### src/rtl/hs_pkg.sv
package hs_pkg;
  // bit offsets inside one group's control-port slice
  localparam int unsigned OFS_IRQ  = 0;
  localparam int unsigned OFS_IE   = 1;
  localparam int unsigned OFS_FULL = 2;
  localparam int unsigned SLICE_W  = 3;

  function automatic int unsigned slice_base(input bit grp_a);
    return grp_a ? SLICE_W : 0;
  endfunction

  typedef struct packed {
    logic full;
    logic ie;
    logic irq;
  } hs_slice_t;
endpackage

### src/rtl/hs_edge_det.sv
module hs_edge_det (
  input  logic clk_i,
  input  logic rst_ni,
  input  logic lvl_ni,
  output logic fall_o
);
  logic lvl_q;

  always_ff @(posedge clk_i or negedge rst_ni) begin
    if (!rst_ni) lvl_q <= 1'b1;
    else         lvl_q <= lvl_ni;
  end

  assign fall_o = lvl_q & ~lvl_ni;
endmodule

### src/rtl/hs_core.sv
module hs_core #(
  parameter int unsigned DW = 8
) (
  input  logic          clk_i,
  input  logic          rst_ni,
  input  logic          dir_in_i,
  input  logic          fall_i,
  input  logic          data_rd_i,
  input  logic          data_wr_i,
  input  logic          ie_wr_i,
  input  logic          ie_val_i,
  input  logic [DW-1:0] pad_i,
  input  logic [DW-1:0] wdata_i,
  output logic [DW-1:0] in_q_o,
  output logic [DW-1:0] out_q_o,
  output logic          ibf_o,
  output logic          obf_no,
  output logic          ie_o,
  output logic          irq_o
);
  logic [DW-1:0] in_q, out_q;
  logic          ibf_q, obf_nq, ie_q, pend_q;

  always_ff @(posedge clk_i or negedge rst_ni) begin
    if (!rst_ni) begin
      in_q   <= '0;
      out_q  <= '0;
      ibf_q  <= 1'b0;
      obf_nq <= 1'b1;
      ie_q   <= 1'b0;
      pend_q <= 1'b0;
    end else begin
      if (ie_wr_i) ie_q <= ie_val_i;
      if (dir_in_i) begin
        // a new strobe outranks a host read in the same cycle
        if (fall_i) begin
          in_q   <= pad_i;
          ibf_q  <= 1'b1;
          pend_q <= 1'b1;
        end else if (data_rd_i) begin
          ibf_q  <= 1'b0;
          pend_q <= 1'b0;
        end else if (data_wr_i) begin
          pend_q <= 1'b0;
        end
      end else begin
        // a host write outranks an acknowledge in the same cycle
        if (data_wr_i) begin
          out_q  <= wdata_i;
          obf_nq <= 1'b0;
          pend_q <= 1'b0;
        end else if (fall_i && !obf_nq) begin
          obf_nq <= 1'b1;
          pend_q <= 1'b1;
        end else if (data_rd_i) begin
          pend_q <= 1'b0;
        end
      end
    end
  end

  assign in_q_o  = in_q;
  assign out_q_o = out_q;
  assign ibf_o   = ibf_q;
  assign obf_no  = obf_nq;
  assign ie_o    = ie_q;
  assign irq_o   = pend_q & ie_q;

  p_ibf_clear_r3: assert property (@(posedge clk_i) disable iff (!rst_ni)
    dir_in_i && data_rd_i && !fall_i |=> !ibf_o);

  p_latch_hold_r10: assert property (@(posedge clk_i) disable iff (!rst_ni)
    !fall_i |=> $stable(in_q_o));

  p_obf_set_r4: assert property (@(posedge clk_i) disable iff (!rst_ni)
    !dir_in_i && data_wr_i |=> !obf_no);

  p_obf_release_r5: assert property (@(posedge clk_i) disable iff (!rst_ni)
    !dir_in_i && !data_wr_i && fall_i && !obf_no |=> obf_no);

  p_irq_clear_r6: assert property (@(posedge clk_i) disable iff (!rst_ni)
    (data_rd_i || data_wr_i) && !fall_i |=> !irq_o);
endmodule

### src/rtl/hs_strobed_port.sv
module hs_strobed_port #(
  parameter int unsigned DW    = 8,
  parameter bit          GRP_A = 1'b1
) (
  input  logic          clk_i,
  input  logic          rst_ni,
  input  logic          cfg_dir_in_i,
  input  logic          host_addr_i,
  input  logic          host_wr_i,
  input  logic          host_rd_i,
  input  logic [DW-1:0] host_wdata_i,
  output logic [DW-1:0] host_rdata_o,
  input  logic [DW-1:0] pad_data_i,
  output logic [DW-1:0] pad_data_o,
  output logic          pad_data_oe_o,
  input  logic          stb_ack_ni,
  output logic          ibf_o,
  output logic          obf_no,
  output logic          irq_o,
  input  logic [1:0]    aux_i,
  output logic [1:0]    aux_o
);
  import hs_pkg::*;

  localparam int unsigned BASE = slice_base(GRP_A);

  logic          fall, data_rd, data_wr, ctrl_wr, ie;
  logic [DW-1:0] in_q, out_q, stat;
  logic [1:0]    aux_q;
  hs_slice_t     slice;

  assign data_rd = host_rd_i & ~host_addr_i;
  assign data_wr = host_wr_i & ~host_addr_i;
  assign ctrl_wr = host_wr_i &  host_addr_i;

  hs_edge_det i_edge (
    .clk_i  (clk_i),
    .rst_ni (rst_ni),
    .lvl_ni (stb_ack_ni),
    .fall_o (fall)
  );

  hs_core #(.DW(DW)) i_core (
    .clk_i     (clk_i),
    .rst_ni    (rst_ni),
    .dir_in_i  (cfg_dir_in_i),
    .fall_i    (fall),
    .data_rd_i (data_rd),
    .data_wr_i (data_wr),
    .ie_wr_i   (ctrl_wr),
    .ie_val_i  (host_wdata_i[BASE+OFS_IE]),
    .pad_i     (pad_data_i),
    .wdata_i   (host_wdata_i),
    .in_q_o    (in_q),
    .out_q_o   (out_q),
    .ibf_o     (ibf_o),
    .obf_no    (obf_no),
    .ie_o      (ie),
    .irq_o     (irq_o)
  );

  always_ff @(posedge clk_i or negedge rst_ni) begin
    if (!rst_ni)      aux_q <= '0;
    else if (ctrl_wr) aux_q <= host_wdata_i[DW-1:DW-2];
  end

  assign slice.irq  = irq_o;
  assign slice.ie   = ie;
  assign slice.full = cfg_dir_in_i ? ibf_o : ~obf_no;

  always_comb begin
    stat                        = '0;
    stat[BASE +: SLICE_W]       = slice;
    stat[DW-1:DW-2]             = aux_i;
  end

  assign host_rdata_o  = host_addr_i ? stat : (cfg_dir_in_i ? in_q : out_q);
  assign pad_data_o    = out_q;
  assign pad_data_oe_o = ~cfg_dir_in_i;
  assign aux_o         = aux_q;

  p_ie_load_r7: assert property (@(posedge clk_i) disable iff (!rst_ni)
    ctrl_wr |=> ie == $past(host_wdata_i[BASE+OFS_IE]));

  p_aux_hold_r9: assert property (@(posedge clk_i) disable iff (!rst_ni)
    !ctrl_wr |=> $stable(aux_o));
endmodule

### config.mk
export PLATFORM = sky130hd
export DESIGN_NAME = hs_strobed_port
export DESIGN_NICKNAME = d
export VERILOG_FILES = /design/src/rtl/hs_pkg.sv /design/src/rtl/hs_edge_det.sv /design/src/rtl/hs_core.sv /design/src/rtl/hs_strobed_port.sv
export SDC_FILE = /design/constraint.sdc
export NUM_CORES = 1
export LEC_CHECK = 0
export BUFFER_PORTS_ARGS = -buffer_cell sky130_fd_sc_hd__buf_2
export CORE_MARGIN = 2
export CORE_UTILIZATION = 42
export DETAILED_ROUTE_END_ITERATION = 12
export GPL_TIMING_DRIVEN = 0
export PLACE_DENSITY_LB_ADDON = 0.3
export SYNTH_ARGS = -nofsm -noshare
export SYNTH_HDL_FRONTEND = slang
export SYNTH_HIERARCHICAL = 1
export SYNTH_SLANG_ARGS = --single-unit
### constraint.sdc
create_clock -name clk_i -period 1.1 [get_ports clk_i]
set_input_delay 0.11 -clock clk_i [delete_from_list [all_inputs] [get_ports clk_i]]
set_output_delay 0.11 -clock clk_i [all_outputs]
set_load 0.005 [all_outputs]
After elaboration in Yosys (flattened, before gate mapping). Index checks and enable logic that the tools add are counted. W data, S select, Z words.

Add/subtract/negate cells: 0. Equal/unequal tests: 1. Shift-type cells: 0. Multipliers: 0. Div/mod/pow operators: 0. $lt $le $gt $ge: 0. Bitwise logic cells: 9. Reductions and logical operators: 10. Multiplexer cells: 13.

Operators with widths (count): $mux W8 (2); $mux W1 (11); $reduce_and A2 Y1 (5); $and A1 B1 Y1 (5); $ne A4 B1 Y1 const B (1); $not A1 Y1 (4); $reduce_bool A2 Y1 (2); $reduce_bool A4 Y1 (1); $logic_and A1 B1 Y1 (1); $logic_not A1 Y1 (1).

ROM bits: 0. Bits in latches: 0. Memories kept: 0. Register bits: 23. Memory bits (writable): 0.

Longest topological paths before layout. Gate-level depths: netlist of run 1.

Depth in word-level cells: 6. Gate-level depth with buffers: 4. Mapped depth without buffers: 3.

Cells and area by module. Netlist of run 1, hierarchy kept.

By module, submodules not included: hs_core (cells each 49, area an instance 800.8 µm², instances 1); hs_strobed_port (cells each 31, area an instance 255.2 µm², instances 1); hs_edge_det (cells each 2, area an instance 40.0 µm², instances 1).

Worst setup path after synthesis of run 1. OpenSTA, ideal clock, no wires.

Path type: register to register. Start point: reg i_edge.lvl_q. End point: reg i_core.in_q[0] (netlist: i_core/in_q_o[0]). Arrival time: 1044 ps. Path slack: -69 ps. Required time: 975 ps. Stages on the path, launching flop included: 4. Path through: dfstp_2 nor2b_4 nand2_2 mux2_2.

Cells in the longest elaborated chain, start to end: 2.

RTL lines: from (decl) (RTL line hs_edge_det.sv:7) `logic lvl_q;`; from (signal assigned) (RTL line hs_edge_det.sv:11) `else lvl_q <= lvl_ni;`; $and A1 B1 Y1 (RTL line hs_edge_det.sv:14) `assign fall_o = lvl_q & ~lvl_ni;`; via fall (RTL line hs_strobed_port.sv:27) `logic fall, data_rd, data_wr, ctrl_wr, ie;`; $reduce_and A2 Y1 (no source line); to (signal assigned) (RTL line hs_core.sv:37) `in_q <= pad_i;`; to (decl) (RTL line hs_core.sv:21) `logic [DW-1:0] in_q, out_q;`.

The timed path passes the listed nets, and every way through them passes these cells. A chain may end at the register's enable or synchronous reset.

Final worst setup path of run 1.
Start point: reg i_core.obf_nq (netlist: i_core/obf_no). End point: out host_rdata_o[5].

Cells in the longest elaborated chain, start to end: 3.

RTL lines: from (decl) (RTL line hs_core.sv:22) `logic ibf_q, obf_nq, ie_q, pend_q;`; from (signal assigned) (RTL line hs_core.sv:29) `obf_nq <= 1'b1;`; from (signal assigned) (RTL line hs_core.sv:50) `obf_nq <= 1'b0;`; from (signal assigned) (RTL line hs_core.sv:53) `obf_nq <= 1'b1;`; $not A1 Y1 (RTL line hs_strobed_port.sv:69) `assign slice.full = cfg_dir_in_i ? ibf_o : ~obf_no;`; $mux W1 (RTL line hs_strobed_port.sv:69); $mux W8 (RTL line hs_strobed_port.sv:77) `assign host_rdata_o = host_addr_i ? stat : (cfg_dir_in_i ? in_q : out_q);`; to (decl) (RTL line hs_strobed_port.sv:12) `output logic [DW-1:0] host_rdata_o,`.

Every way passes these cells.

==> results_dict.tcl, run 1 <==
set metrics [dict create \
    status "finished with violations" \
    violations "negative setup slack" \
    grt_pass1_vias 757 \
    p_comb_share_pct 31.4 \
    die_x_um 55.1 \
    ys_seq_area_share_pct 52.7 \
    synthTopCellsByArea "dfrtp_1 (48%), mux2_2 (11%), mux2_4 (11%)" \
    dp_hpwl_um 1620 \
    path_cells "inv_1, mux4_2, buf_2" \
    synth.avg_cell_area_um2 13.4 \
    fin_crit_ns 1.56 \
    clk_path_buf_depth 2 \
    syn_to_final_growth_pct 40.1 \
    worstSetupStartpointType "flip-flop" \
    setup.worst_path.end_class "output port" \
    htreeDepth 1 \
    rows 18 \
    p_seq_share_pct 51.2 \
    critPathArrivalTime_ns 1.45 \
    p_leak_nw 0.801 \
    antenna_found_initial 0 \
    drive_gt1_share_pct 62.2 \
    place_congestion 0.724 \
    setup_viol 17 \
    rsz0062_at_grt "true" \
    clockPowerShare_pct 17.4 \
    hold_slack_ns 0.0316 \
    grt_pass1_wl_um 3350 \
    internal_power_mw 1.56 \
    clkLatencyLatePin_ns 0.30 \
    fin_nets 169 \
    pre_cts_slack_ns -0.158 \
    maxCapViolCount 0 \
    critPathKind "flip-flop to output port" \
    die_h_um 55.1 \
    drt_wl_total_um 2220 \
    critical_path_buf_inv_count 2 \
    drt_iter0_drc 3 \
    grt_max_degree 24 \
    dieArea_um2 3030 \
    n_antenna_cell 0 \
    synth_nets 107 \
    clock_sinks 23 \
    grt_usage_pct 15.9 \
    yosys.area.top_type "dfrtp_1" \
    hold_viol_final 0 \
    yosys_warnings 6 \
    final_cell_mix "buf_2 (44), dfrtp_1 (21), mux2_2 (11)" \
    fin_tns_setup_ns -1.67 \
    ys_ff_latch 23 \
    drc 0 \
    ios 47 \
    crit_path_max_incr_delay_ns 0.55 \
    portBuffers 46 \
    relSlewSlack_pct 68.1 \
    tightest_slew_ns 0.479 \
    synth_area_um2 1100 \
    synth_cell_types 20 \
    clockRootBuffer "clkbuf_4" \
    cts-buffers-inserted 3 \
    reg2regPathDepth 3 \
    fin_skew_ns 0.00441 \
    overflow 0 \
    fmax_ghz 0.639 \
    p_per_area_nw_per_um2 1380 \
    cts_tree "yes" \
    drt-pass1-iter-count 3 \
    cp_max_fo 2 \
    cp.depth 3 \
    whs_path_depth 2 \
    synthCells 82 \
    via_count 827 \
    period_share_pct 142 \
    final_common_cell "buf_2" \
    viasPerCell 4.78 \
    crit_slowest_cell "dfstp_2" \
    hp-class "input pin to flip-flop" \
    cp.required_ns 0.99 \
    critical_path.top_delay_family "flip-flops" \
    initial_core_util_pct 44.2 \
    finalMaxSlewViolations 0 \
    switching_share_pct 26.0 \
    synth_top_area_share_pct 47.9 \
    wl_per_cell_um 12.8 \
    peakVddDrop_v 0.00125 \
    p_switching_uw 551 \
    cts.clk_slew.worst_paths_ns 0.12 \
    core-area_um2 2480 \
    ant_nets 0 \
    setup_ws_ns -0.464 \
]
==> final cells by class <==
class                      count  area [um^2]
buffer                         3         27.5
clock buffer                   3         22.5
clock inverter                 1         5.00
fill                         222          942
inverter                       4         15.0
multi-input combinational     52          494
sequential                    23          578
tap                           30         37.5
timing repair buffer          57          355
==> cell usage after synthesis <==
cell type,instances
dfrtp_1,21
mux2_2,11
mux2_4,8
mux2i_1,7
nand2_1,6
inv_1,4
nor2_1,4
o21ai_0,4
nor2b_1,3
a22o_1,2
buf_6,2
dfstp_2,2
a21oi_1,1
and2_1,1
buf_2,1
mux4_2,1
nand2_2,1
nand2b_1,1
nor2b_4,1
o21bai_1,1
==> worst paths after layout <==
check	start	to	slack, ns
setup / recovery	i_core/obf_no$_DFFE_PN1P_	host_rdata_o[5]	-0.46
hold / removal	host_wdata_i[5]	i_core/out_q_o[5]$_DFFE_PN0P_	0.03
setup reg to reg	i_edge/lvl_q$_DFF_PN1_	i_core/in_q_o[7]$_DFFE_PN0P_	-0.10
hold reg to reg	aux_o[1]$_DFFE_PN0P_	aux_o[1]$_DFFE_PN0P_	0.52
max in group asynchronous	rst_ni	i_core/obf_no$_DFFE_PN1P_	0.46
min in group asynchronous	rst_ni	i_core/in_q_o[6]$_DFFE_PN0P_	0.29
==> power by group through the flow <==
stage	Sequential (mW)	Clock (mW)	Combinational (mW)
final	1.08	0.368	0.664
after global routing	1.10	0.431	0.729
after CTS	1.08	0.388	0.613
after detailed placement	1.11	0	0.523
after global placement	1.09	0	0.513
after floorplan	1.10	0	0.289
==> timing repair <==
action | in CTS | in global routing
pin swaps | 0 | 2
hold buffers | 2 | 0
endpoints found under the setup margin | 18 | 23
hold endpoints to repair | 22 | 0
setup buffers | 7 | 2
gates resized for setup | 6 | 9
==> stage by stage <==
| stage | util [%] | cell area, um^2 | power, mW | std cells |
|---|---|---|---|---|
| 2_1_floorplan | - | 1100 | 1.38 | 82 |
| 3_3_place_gp | 55.3 | 1370 | 1.61 | 158 |
| 3_5_place_dp | 55.3 | 1370 | 1.63 | 158 |
| 4_1_cts | 59.6 | 1480 | 2.08 | 171 |
| 5_1_grt | 62.0 | 1540 | 2.26 | 173 |
| 6_report | 62.0 | 1540 | 2.11 | 173 |
==> state kept, by name (all words and copies together) (netlist names) <==
signal,flops
aux_o,2
i_core/ibf_o,1
i_core/ie_o,1
i_core/in_q_o,8
i_core/obf_no,1
i_core/out_q_o,8
i_core/pend_q,1
i_edge/lvl_q,1
==> metal layers <==
layer | share of wire (%) | GRT usage (%)
met1 | 41 | 17.4
met2 | 55 | 30.6
met3 | 4.1 | 4.84
met4 | 0.45 | 2.44
met5 | 0 | 0
==> logic make-up (layout without fill, tap and decap cells) <==
logic type             Yosys count  after routing  share of synthesized area [%]
and+or+nand+nor                 17             17                           8.11
AOI/OAI and AO/OA                8              8                           4.57
DFF                             23             23                           52.7
muxes                           27             27                           30.7
buffers and inverters            7             68                           3.88
Note: power is estimated with default switching activity, not from simulation.
==> inputs of run 2 (changes only) <==
- HOLD_SLACK_MARGIN: default -> 0.08
==> run 2 against run 1 <==
The flow still finishes with violations (negative setup slack). Die area unchanged. Total power up 2.2%. Critical path depth unchanged. Clock skew down 0.00074 ns. Non-clock buffer count up 16. Critical endpoint unchanged. Utilization up 6.5 points. Final area up 10%. Sequential share of layout area down 3.6 points. Hold slack better by 0.13 ns. Via count up 8.3%. Worst setup slack worse by 0.0015 ns.
==> results_dict.tcl, run 2 (synthesized netlist as in run 1, its figures left out) <==
set metrics [dict create \
    status "finished with violations" \
    violations "negative setup slack" \
    p_leak_nw 0.868 \
    crit_path_max_incr_delay_ns 0.55 \
    via_count 896 \
    setup_ws_ns -0.465 \
    drt_iter0_drc 2 \
    clkLatencyLatePin_ns 0.30 \
    antenna_found_initial 0 \
    final_common_cell "buf_2" \
    clock_sinks 23 \
    htreeDepth 1 \
    overflow 0 \
    grt_usage_pct 17.2 \
    setup_viol 17 \
    pre_cts_slack_ns -0.158 \
    min-delay-start "cfg_dir_in_i" \
    fin_crit_ns 1.57 \
    die_h_um 55.1 \
    fin_tns_setup_ns -1.69 \
    hp-class "input pin to flip-flop" \
    core-area_um2 2480 \
    cts.clk_slew.worst_paths_ns 0.12 \
    fmax_ghz 0.639 \
    clockRootBuffer "clkbuf_4" \
    place_congestion 0.724 \
    relSlewSlack_pct 67.6 \
    drt_wl_total_um 2450 \
    maxCapViolCount 0 \
    cp.required_ns 0.99 \
    grt_pass1_vias 829 \
    ant_nets 0 \
    setup.worst_path.end_class "output port" \
    rsz0062_at_grt "true" \
    p_per_area_nw_per_um2 1280 \
    period_share_pct 142 \
    clk_path_buf_depth 2 \
    cts_tree "yes" \
    worstSetupStartpointType "flip-flop" \
    peakVddDrop_v 0.00125 \
    rrSetupSlack_ns -0.10 \
    regArea_um2 578 \
    syn_to_final_growth_pct 54.7 \
    portBuffers 46 \
    dieArea_um2 3030 \
    grt_max_degree 24 \
    worstHoldEndpoint "i_core/ibf_o$_DFFE_PN0P_" \
    finalMaxSlewViolations 0 \
    grt_pass1_wl_um 3600 \
    die_x_um 55.1 \
    fillers 208 \
    ios 47 \
    final_cell_mix "buf_2 (44), dfrtp_1 (21), dlygate4sd3_1 (18)" \
    multi_input_area_um2 494 \
    dp_hpwl_um 1620 \
    hold_slack_ns 0.166 \
    whs_path_depth 2 \
    critPathKind "flip-flop to output port" \
    fin_nets 185 \
    hold_viol_final 0 \
    drt-pass1-iter-count 3 \
    wl_per_cell_um 13.0 \
    drc 0 \
    viasPerCell 4.74 \
    n_antenna_cell 0 \
    path_cells "inv_1, mux4_2, buf_2" \
    initial_core_util_pct 44.2 \
    critPathArrivalTime_ns 1.46 \
    reg2regPathDepth 3 \
    cp_max_fo 2 \
    tightest_slew_ns 0.486 \
    crit_slowest_cell "dfstp_2" \
    drive_gt1_share_pct 56.0 \
    cts-buffers-inserted 3 \
    fin_skew_ns 0.00368 \
    r2r_start "i_edge/lvl_q$_DFF_PN1_" \
    worstReg2RegEnd "i_core/in_q_o[7]$_DFFE_PN0P_" \
    rows 18 \
]
-- run 2: changes by cell type in the layout (fill, tap and decap cells not counted) --
cell           delta
dlygate4sd3_1    +16
-- run 2: power breakdown --
group          switching, mW  internal [mW]
Combinational          0.241          0.469
Clock                  0.233          0.135
Sequential            0.0879          0.996
Total                  0.561           1.60
-- run 2: worst max-delay path by stage --
stage | startpoint | end | slack [ns] | cells past startpoint
after detailed placement | i_core/obf_no$_DFFE_PN1P_ | host_rdata_o[5] | -0.16 | 3
final | i_core/obf_no$_DFFE_PN1P_ | host_rdata_o[5] | -0.47 | 3
after floorplan | i_edge/lvl_q$_DFF_PN1_ | i_core/in_q_o[0]$_DFFE_PN0P_ | -0.05 | 3
after CTS | i_core/obf_no$_DFFE_PN1P_ | host_rdata_o[5] | -0.48 | 3
after global routing | i_core/obf_no$_DFFE_PN1P_ | host_rdata_o[5] | -0.52 | 3
after global placement | i_core/obf_no$_DFFE_PN1P_ | host_rdata_o[5] | -0.15 | 3
-- run 2: per-stage QoR --
step	total power, mW	area (um^2)	cells	util, %
CTS	2.12	1640	187	66.1
finish	2.16	1700	189	68.4
global placement	1.61	1370	158	55.3
detailed placement	1.63	1370	158	55.3
global route	2.31	1700	189	68.4
floorplan	1.38	1100	82	-
-- run 2: critical path: cells and delay by family, from the launching register on --
| family | cells | cell delay, ns |
|---|---|---|
| buffers and inverters | 2 | 0.17 |
| muxes | 1 | 0.43 |
| DFF | 1 | 0.55 |
-- run 2: layout make-up --
| class | instances | share of cell area (%) |
|---|---|---|
| tap | 30 | 2.21 |
| timing repair buffer | 73 | 30.4 |
| clock buffer | 3 | 1.33 |
| clock inverter | 1 | 0.295 |
| sequential | 23 | 34.1 |
| inverter | 4 | 0.886 |
| multi-input combinational | 52 | 29.2 |
| buffer | 3 | 1.62 |
-- run 2: routing by layer --
metal | GRT usage (%) | wire length, um | vias to the layer above
met4 | 2.44 | 11 | 0
met2 | 33.7 | 1380 | 20
li1 | - | - | 436
met3 | 4.84 | 94 | 2
met1 | 18.4 | 967 | 438
met5 | 0 | 0 | -
-- run 2: what timing repair did --
item / 4_1_cts / 5_1_grt
setup buffers: 7 / 2
gates resized for setup: 6 / 9
hold buffers: 18 / 0
pin swaps: 0 / 2
endpoints found under the setup margin: 18 / 23
endpoints found under the hold margin: 41 / 0
==> inputs of run 3 (changes only) <==
- ABC_AREA: default -> 1
- CORE_UTILIZATION: 42 -> 43
==> run 3 against run 2 <==
The run still ends with negative setup slack left. Clock-buffer cell count did not move. Worst setup slack better by 0.32 ns. Maximum frequency up 25%. Critical path depth rose by 1. Register-to-register slack better by 0.04 ns. Via count rose by 42%. Flip-flop and latch count stayed put. Largest power group unchanged. Sequential share of layout area down 4.7 points. Utilization up 4.8 points. First-iteration DRC count grew to 19 times the previous value. Total power is 6.5% higher.
==> results_dict.tcl, run 3 <==
set metrics [dict create \
    status "finished with violations" \
    violations "negative setup slack" \
    critical_path_buf_inv_count 1 \
    pre_cts_slack_ns -0.0552 \
    ios 47 \
    ys_seq_area_share_pct 48.8 \
    place_inst 235 \
    ant_nets 0 \
    hold_slack_ns 0.0726 \
    grt_max_degree 24 \
    maxCapViolCount 0 \
    worstSetupStartpointType "flip-flop" \
    synth_commonest_cells "nand2_1 (74), dfrtp_1 (21), inv_1 (19)" \
    critPathArrivalTime_ns 1.14 \
    setup_viol 17 \
    synth_area_um2 1180 \
    setup.worst_path.end_class "output port" \
    synth.avg_cell_area_um2 7.45 \
    synth-xor-area-share_pct 0 \
    instances_no_fill 276 \
    cts.clk_slew.worst_paths_ns 0.14 \
    drt-pass1-iter-count 4 \
    dp_hpwl_um 1920 \
    synthTopCellsByArea "dfrtp_1 (44%), nand2_1 (23%), inv_1 (6.0%)" \
    synthCells 159 \
    clkLatencyLatePin_ns 0.32 \
    drive_gt1_share_pct 41.2 \
    cts_tree "yes" \
    fmax_ghz 0.801 \
    initial_core_util_pct 44.1 \
    cts-buffers-inserted 3 \
    async_reset_ff_share_pct 100 \
    p_per_area_nw_per_um2 1170 \
    fillers 221 \
    multi_input_area_um2 549 \
    tightest_slew_ns 0.531 \
    grt_pass1_wl_um 5070 \
    rsz0062_at_grt "true" \
    p_leak_nw 1.10 \
    syn_to_final_growth_pct 66.0 \
    synth_mux_area_share_pct 0.950 \
    clk_path_buf_depth 2 \
    synthAdderAreaFrac_pct 0 \
    portBuffers 45 \
    crit_path_max_incr_delay_ns 0.56 \
    synth_compound_area_share_pct 2.11 \
    final_common_cell "nand2_1" \
    synth_top_area_share_pct 44.4 \
    regArea_um2 578 \
    n_antenna_cell 0 \
    power_mw 2.30 \
    yosys.area.top_type "dfrtp_1" \
    wl_per_cell_um 11.6 \
    final_cell_mix "nand2_1 (64), buf_2 (37), buf_6 (21), dfrtp_1 (21), dlygate4sd3_1 (18)" \
    fin_tns_setup_ns -1.31 \
    viasPerCell 4.59 \
    clock_sinks 23 \
    critPathKind "flip-flop to output port" \
    synth_top_family_by_area "simple AND/OR/NAND/NOR gates" \
    synth_ff_type "dfrtp_1" \
    grt_usage_pct 20.0 \
    setup_ws_ns -0.148 \
    antenna_found_initial 0 \
    drt_wl_total_um 3200 \
    critical_path.top_delay_family "flip-flops" \
    fin_crit_ns 1.25 \
    hp-class "input pin to flip-flop" \
    synth-simple-area-share_pct 36.0 \
    synth_edf_count 0 \
    die_h_um 56.5 \
    via_count 1268 \
    drc 0 \
    grt_pass1_vias 1147 \
    cp.required_ns 0.99 \
    core-area_um2 2690 \
    clockRootBuffer "clkbuf_4" \
    finalMaxSlewViolations 0 \
    relSlewSlack_pct 64.6 \
    dieArea_um2 3190 \
    ys_ff_latch 23 \
    drt_iter0_drc 38 \
    overflow 0 \
    peakVddDrop_v 0.000952 \
    synth_cell_types 18 \
    synth_nets 184 \
    die_x_um 56.5 \
    hold_viol_final 0 \
    place_congestion 0.762 \
    cp_max_fo 2 \
    rows 19 \
    yosysMostFrequentCell "nand2_1" \
    period_share_pct 113 \
    crit_slowest_cell "dfstp_2" \
    fin_skew_ns 0.00479 \
    htreeDepth 1 \
    yosys_warnings 6 \
    fin_nets 271 \
    path_cells "nand2_2, nand3_2, nand2_1, buf_2" \
]
## run 3: repair_timing
action,CTS,global route
hold buffers,18,0
cloned,2,0
pin swaps,16,8
resized for setup,18,25
buffers inserted,11,8
endpoints found under the hold margin,41,0
setup endpoints to repair,17,28
## run 3: final cells by class
type                    instances  share of cell area [%]
clock buffers                   3                    1.15
well taps                      31                    1.97
clock inverters                 1                   0.254
repair buffers                 81                    31.9
plain buffers                   4                    2.48
flip-flops and latches         23                    29.4
inverters                      23                    4.90
multi-input cells             110                    27.9
## run 3: cell families after synthesis
kind of cell | Yosys count
AO/OA/AOI/OAI | 5
buffers and inverters | 27
flip-flops | 23
AND/OR/NAND/NOR | 103
multiplexers | 1
## run 3: path summary, 6_finish.rpt
kind                                                end                      start  depth (start not counted)  slack [ns]
setup / recovery                        host_rdata_o[5]  i_core/obf_no$_DFFE_PN1P_                          4       -0.15
hold / removal                     aux_o[0]$_DFFE_PN0P_                  host_wr_i                          4        0.07
setup reg to reg           i_core/in_q_o[1]$_DFFE_PN0P_     i_edge/lvl_q$_DFF_PN1_                          6       -0.06
hold reg to reg                    aux_o[1]$_DFFE_PN0P_       aux_o[1]$_DFFE_PN0P_                          2        0.49
max in group asynchronous     i_core/obf_no$_DFFE_PN1P_                     rst_ni                          2        0.44
min in group asynchronous  i_core/in_q_o[4]$_DFFE_PN0P_                     rst_ni                          2        0.29
## run 3: stage by stage
step	area, um^2	util, %
3_5_place_dp	1450	54.1
4_1_cts	1820	67.7
3_3_place_gp	1450	54.1
6_report	1970	73.2
2_1_floorplan	1190	-
5_1_grt	1970	73.2
## run 3: worst register-to-register path: cells and delay by family, from the launching register on
family                 cells  cell delay [ns]
flip-flops                 1             0.55
AND/OR/NAND/NOR            4             0.32
buffers and inverters      2             0.21
## run 3: power by group
group	switching (mW)	internal (mW)
clock network	0.272	0.136
registers	0.0894	0.977
logic	0.353	0.475
## run 3: layer usage
| layer | vias up | GRT usage (%) | wire length, um |
|---|---|---|---|
| met4 | 0 | 4.08 | 17 |
| met5 | - | 0 | 0 |
| met1 | 584 | 26.5 | 1380 |
| met2 | 27 | 34.9 | 1670 |
| met3 | 2 | 2.76 | 128 |
| li1 | 655 | - | - |
